<file path="src/rtl/relu_neuron.sv">
module relu_neuron #(
  parameter int LANES = 4,
  parameter int XW    = 8,
  parameter int WW    = 9,
  parameter int ACCW  = 24
) (
  input  logic                  clk,
  input  logic                  rst_n,
  input  logic                  valid_in,
  input  logic                  clear_in,
  input  logic [LANES*XW-1:0]   feat_in,
  input  logic [LANES*WW-1:0]   wgt_in,
  output logic                  valid_out,
  output logic [ACCW-1:0]       relu_out
);
  localparam int PW = XW + WW;
  localparam int SW = PW + $clog2(LANES);

  // control tokens: [0] operand regs, [1] products, [2] sum
  logic [2:0] vld_q, clr_q;

  logic signed [XW-1:0]   x_q [LANES];
  logic signed [WW-1:0]   w_q [LANES];
  logic signed [PW-1:0]   p_q [LANES];
  logic signed [SW-1:0]   sum_c, sum_q;
  logic signed [ACCW-1:0] acc_q, acc_base, acc_nxt;

  always_ff @(posedge clk) begin
    if (!rst_n) begin
      vld_q <= '0;
      clr_q <= '0;
    end else begin
      vld_q <= {vld_q[1:0], valid_in};
      clr_q <= {clr_q[1:0], clear_in};
    end
  end

  for (genvar i = 0; i < LANES; i++) begin : g_lane
    always_ff @(posedge clk) begin
      if (!rst_n) begin
        x_q[i] <= '0;
        w_q[i] <= '0;
        p_q[i] <= '0;
      end else begin
        x_q[i] <= feat_in[i*XW +: XW];
        w_q[i] <= wgt_in[i*WW +: WW];
        p_q[i] <= PW'(x_q[i]) * PW'(w_q[i]);
      end
    end
  end

  always_comb begin
    sum_c = '0;
    for (int i = 0; i < LANES; i++) sum_c += SW'(p_q[i]);
  end

  always_ff @(posedge clk) begin
    if (!rst_n) sum_q <= '0;
    else        sum_q <= sum_c;
  end

  assign acc_base = clr_q[2] ? '0 : acc_q;
  assign acc_nxt  = acc_base + ACCW'(sum_q);

  always_ff @(posedge clk) begin
    if (!rst_n) begin
      acc_q     <= '0;
      relu_out  <= '0;
      valid_out <= 1'b0;
    end else begin
      valid_out <= vld_q[2];
      if (vld_q[2]) begin
        acc_q    <= acc_nxt;
        relu_out <= acc_nxt[ACCW-1] ? '0 : $unsigned(acc_nxt);
      end else if (clr_q[2]) begin
        acc_q <= '0;
      end
    end
  end
endmodule

</file>
<file path="config.mk">
export PLATFORM = sky130hd
export DESIGN_NAME = relu_neuron
export DESIGN_NICKNAME = d
export VERILOG_FILES = /design/src/rtl/relu_neuron.sv
export SDC_FILE = /design/constraint.sdc
export NUM_CORES = 1
export LEC_CHECK = 0
export ABC_AREA = 1
export BUFFER_PORTS_ARGS = -buffer_cell sky130_fd_sc_hd__buf_4
export CORE_MARGIN = 3
export CORE_UTILIZATION = 60
export CTS_CLUSTER_DIAMETER = 50
export DETAILED_ROUTE_END_ITERATION = 12
export PLACE_DENSITY = 0.77
export SLEW_MARGIN = 5
export SYNTH_ARGS = -nofsm -noshare
export SYNTH_HDL_FRONTEND = slang
export SYNTH_SLANG_ARGS = --single-unit
export TNS_END_PERCENT = 100
</file>
<file path="constraint.sdc">
create_clock -name clk -period 5.1 [get_ports clk]
set_clock_uncertainty 0.2 [all_clocks]
set_input_delay 0.765 -clock clk [delete_from_list [all_inputs] [get_ports clk]]
set_output_delay 0.765 -clock clk [all_outputs]
set_load 0.01 [all_outputs]
</file>
==> results.yml <==
routing:
  wire_per_inst_um: 14.1
  drt_pass1_iterations: 5
  vias: 16700
  drt_iter0_drc: 855
  antenna_left: 0
  routed_wl_um: 46700
  drc: 0
  drt-vias-per-instance: 5.04
synth:
  syn_inst: 2801
  ys_warn_count: 0
  postSynthNetCount: 3318
  synth-main-ff-cell: "dfxtp_1"
  post-synth-top-area-cell: "fa_1"
  ys_ff_latch: 209
  synthDistinctLibCells: 38
  seq_area_frac_synth_pct: 20.0
  async_flop_share_pct: 0
  synth_top_cell_area_share_pct: 26.8
  syn_avg_cell_area_um2: 7.46
  netlist_area_mm2: 0.0209
  synth.area.top_cells: "fa_1 (27%), dfxtp_1 (20%), inv_1 (14%), nand2_1 (12%), ha_1 (9.9%)"
  synth_edf_count: 0
floorplanning:
  num_rows: 67
  io_pins: 97
  die_area_mm2: 0.0371
  fp.coreArea_mm2: 0.0340
  fp.dieW_um: 193
  initial_utilization_pct: 61.5
  die_height_um: 193
timing:
  fin_crit_sh_pct: 91.3
  finalMaxSlewViolations: 0
  finalSetupViolations: 0
  period_minus_slack_ps: 4660
  maxSlewHeadroom_pct: 32.2
  max_freq_mhz: 215
  hold_viol_final: 0
  hold_ws_ps: 195
  rsz0062_at_grt: "false"
  worstMarginPinSlew_ps: 1020
  setup-tns-final_ps: 0
cts:
  clock_latency_ps: 550
  cts_inserted_buffers: 35
  cts_buffer_depth: 3
  cts_hold_buf: 0
  h-tree-depth: 2
  cts_tree: "yes"
  post_cts_buffers: 0
  cts.sinks: 209
  clk_pin_slew_ps: 60
  post_cts_resized: 0
  root_buffer: "clkbuf_16"
placed_design:
  gp_congestion: 0.930
  placement.io_buffers: 95
  hpwl_um: 38200
global_routing:
  grt_overflow: 0
  antenna_found_initial: 0
  grt_max_degree: 98
  track_usage_pct: 26.5
  grt_pass1_vias: 17100
  grt_pass1_wl_um: 79100
final_layout:
  antenna_cells: 0
  nets: 3355
  drive_above_1_share_pct: 7.50
  syn_to_final_growth_pct: 10.2
  nFillCells: 2897
critical_path:
  critPathLaunchType: "register"
  cp.arrival_ps: 4880
  cp_max_fo: 10
  path_class: "register to register"
  cp-end-kind: "register"
  cp_data_required_time_ps: 5330
pwr:
  internal-power_mw: 4.34
  p_leak_nw: 13.5
  power_frac_seq_pct: 28.1
  power_density_mw_per_mm2: 315
  pwr-share-comb_pct: 38.9
  ir_drop_mv: 0.317
  clock_power_share_pct: 33.0
  power.share.switching_pct: 40.1
  p_sw_mw: 2.91
hold_path:
  hp-class: "input port to register"
run_status:
  status: "finished clean"
flow_run:
  cap_violations: 0
## through the flow
| step | total power [mW] | utilization [%] | instance area (µm²) | std cells | worst slack [ps] |
|---|---|---|---|---|---|
| after floorplan | 4.14 | - | 20900 | 2801 | 699 |
| after global placement | 4.79 | 64.2 | 21800 | 3249 | 570 |
| after detailed placement | 4.85 | 64.2 | 21800 | 3249 | 474 |
| after CTS | 7.29 | 67.8 | 23000 | 3313 | 446 |
| after global routing | 7.82 | 67.8 | 23000 | 3313 | 45.4 |
| final | 7.24 | 67.8 | 23000 | 3313 | 443 |
## routing by layer
| layer | up-vias | global-route usage (%) | share of wire (%) |
|---|---|---|---|
| met4 | 0 | 10.5 | 3.7 |
| li1 | 8244 | - | - |
| met5 | - | 0 | 0 |
| met2 | 458 | 47.4 | 50 |
| met1 | 7884 | 32.4 | 42 |
| met3 | 100 | 3.67 | 5.1 |
## sequential cells by signal, indices dropped and copies added (netlist names)
register   cells
acc_q         24
clr_q          3
p_q           68
relu_out      23
sum_q         19
valid_out      1
vld_q          3
w_q           36
x_q           32
## cell families (layout without fill, tap and decap cells)
group,after synthesis,in the layout,share of synthesized area [%]
AO/OA/AOI/OAI,267,267,7.19
XOR/XNOR,29,29,1.22
adder cells (fa/ha/maj),445,445,36.7
buffers and inverters,900,964,16.3
flip-flops,209,209,20.0
other,1,1,0.0179
AND/OR/NAND/NOR,950,950,18.5
## synthesized netlist by cell type (2+ instances only)
cell / number
inv_1: 793
nand3_1: 58
a21o_1: 5
fa_1: 280
dfxtp_1: 209
nand3_2: 12
ha_1: 165
nor2_1: 138
nand4_1: 17
clkbuf_1: 94
o21ai_0: 68
nand3b_1: 3
nor3_1: 26
a21oi_1: 132
a211oi_1: 2
o211ai_1: 2
a21boi_0: 2
nand2_1: 671
o21ai_1: 3
xor2_1: 14
o21bai_1: 15
o21a_1: 14
or2_2: 13
a21oi_2: 14
a31oi_1: 9
buf_4: 2
xnor2_1: 15
nand2_2: 7
nor2_2: 3
buf_1: 2
clkinv_1: 5
inv_2: 2
## path summary, 6_finish.rpt
check,slack [ps],endpoint,start,cells past startpoint
setup / recovery,440,p_q[0][14],x_q[0][7],18
hold / removal,190,w_q[0][14],wgt_in[14],3
setup reg to reg,440,p_q[0][14],x_q[0][7],18
hold reg to reg,210,clr_q[1],clr_q[0],2
## final cells by class
| class | instances | area [µm²] | share of cell area, % |
|---|---|---|---|
| tap | 448 | 561 | 2.44 |
| clock buffer | 40 | 925 | 4.02 |
| sequential | 209 | 4180 | 18.2 |
| inverter | 800 | 3000 | 13.0 |
| clock inverter | 24 | 293 | 1.27 |
| timing repair buffer | 100 | 751 | 3.26 |
| multi-input combinational | 1692 | 13300 | 57.8 |
## worst max-delay path: stages (launching register included)
cell,delay [ps]
dfxtp_1,310
clkinv_1,260
or2_2,390
fa_1,450
fa_1,490
inv_1,40
fa_1,470
inv_1,50
fa_1,480
inv_1,40
ha_1,340
a21oi_1,140
nand2_1,130
a21oi_1,230
o21bai_1,140
a21oi_1,190
inv_1,60
nor2_1,90
nor2_1,50
## cell usage in the layout, fill, tap and decap left out, types with 3 or more instances in the layout
cell | Yosys | layout
a21o_1 | 5 | 5
a21oi_1 | 132 | 132
a21oi_2 | 14 | 14
a31oi_1 | 9 | 9
buf_4 | 2 | 100
clkbuf_16 | 0 | 35
clkbuf_8 | 0 | 3
clkinv_1 | 5 | 5
clkinv_2 | 0 | 6
clkinv_8 | 0 | 6
dfxtp_1 | 209 | 209
fa_1 | 280 | 280
ha_1 | 165 | 165
inv_1 | 793 | 793
inv_6 | 0 | 3
inv_8 | 0 | 3
nand2_1 | 671 | 671
nand2_2 | 7 | 7
nand3_1 | 58 | 58
nand3_2 | 12 | 12
nand3b_1 | 3 | 3
nand4_1 | 17 | 17
nor2_1 | 138 | 138
nor2_2 | 3 | 3
nor3_1 | 26 | 26
o21a_1 | 14 | 14
o21ai_0 | 68 | 68
o21ai_1 | 3 | 3
o21bai_1 | 15 | 15
or2_2 | 13 | 13
xnor2_1 | 15 | 15
xor2_1 | 14 | 14
## power by group through the flow
stage | Combinational [mW] | Clock [mW] | Sequential [mW]
2_1_floorplan | 2.20 | 0 | 1.94
6_report | 2.81 | 2.39 | 2.04
3_5_place_dp | 2.78 | 0 | 2.07
5_1_grt | 3.26 | 2.51 | 2.06
4_1_cts | 2.81 | 2.44 | 2.04
3_3_place_gp | 2.73 | 0 | 2.07
Note: power is estimated with default switching activity, not from simulation.
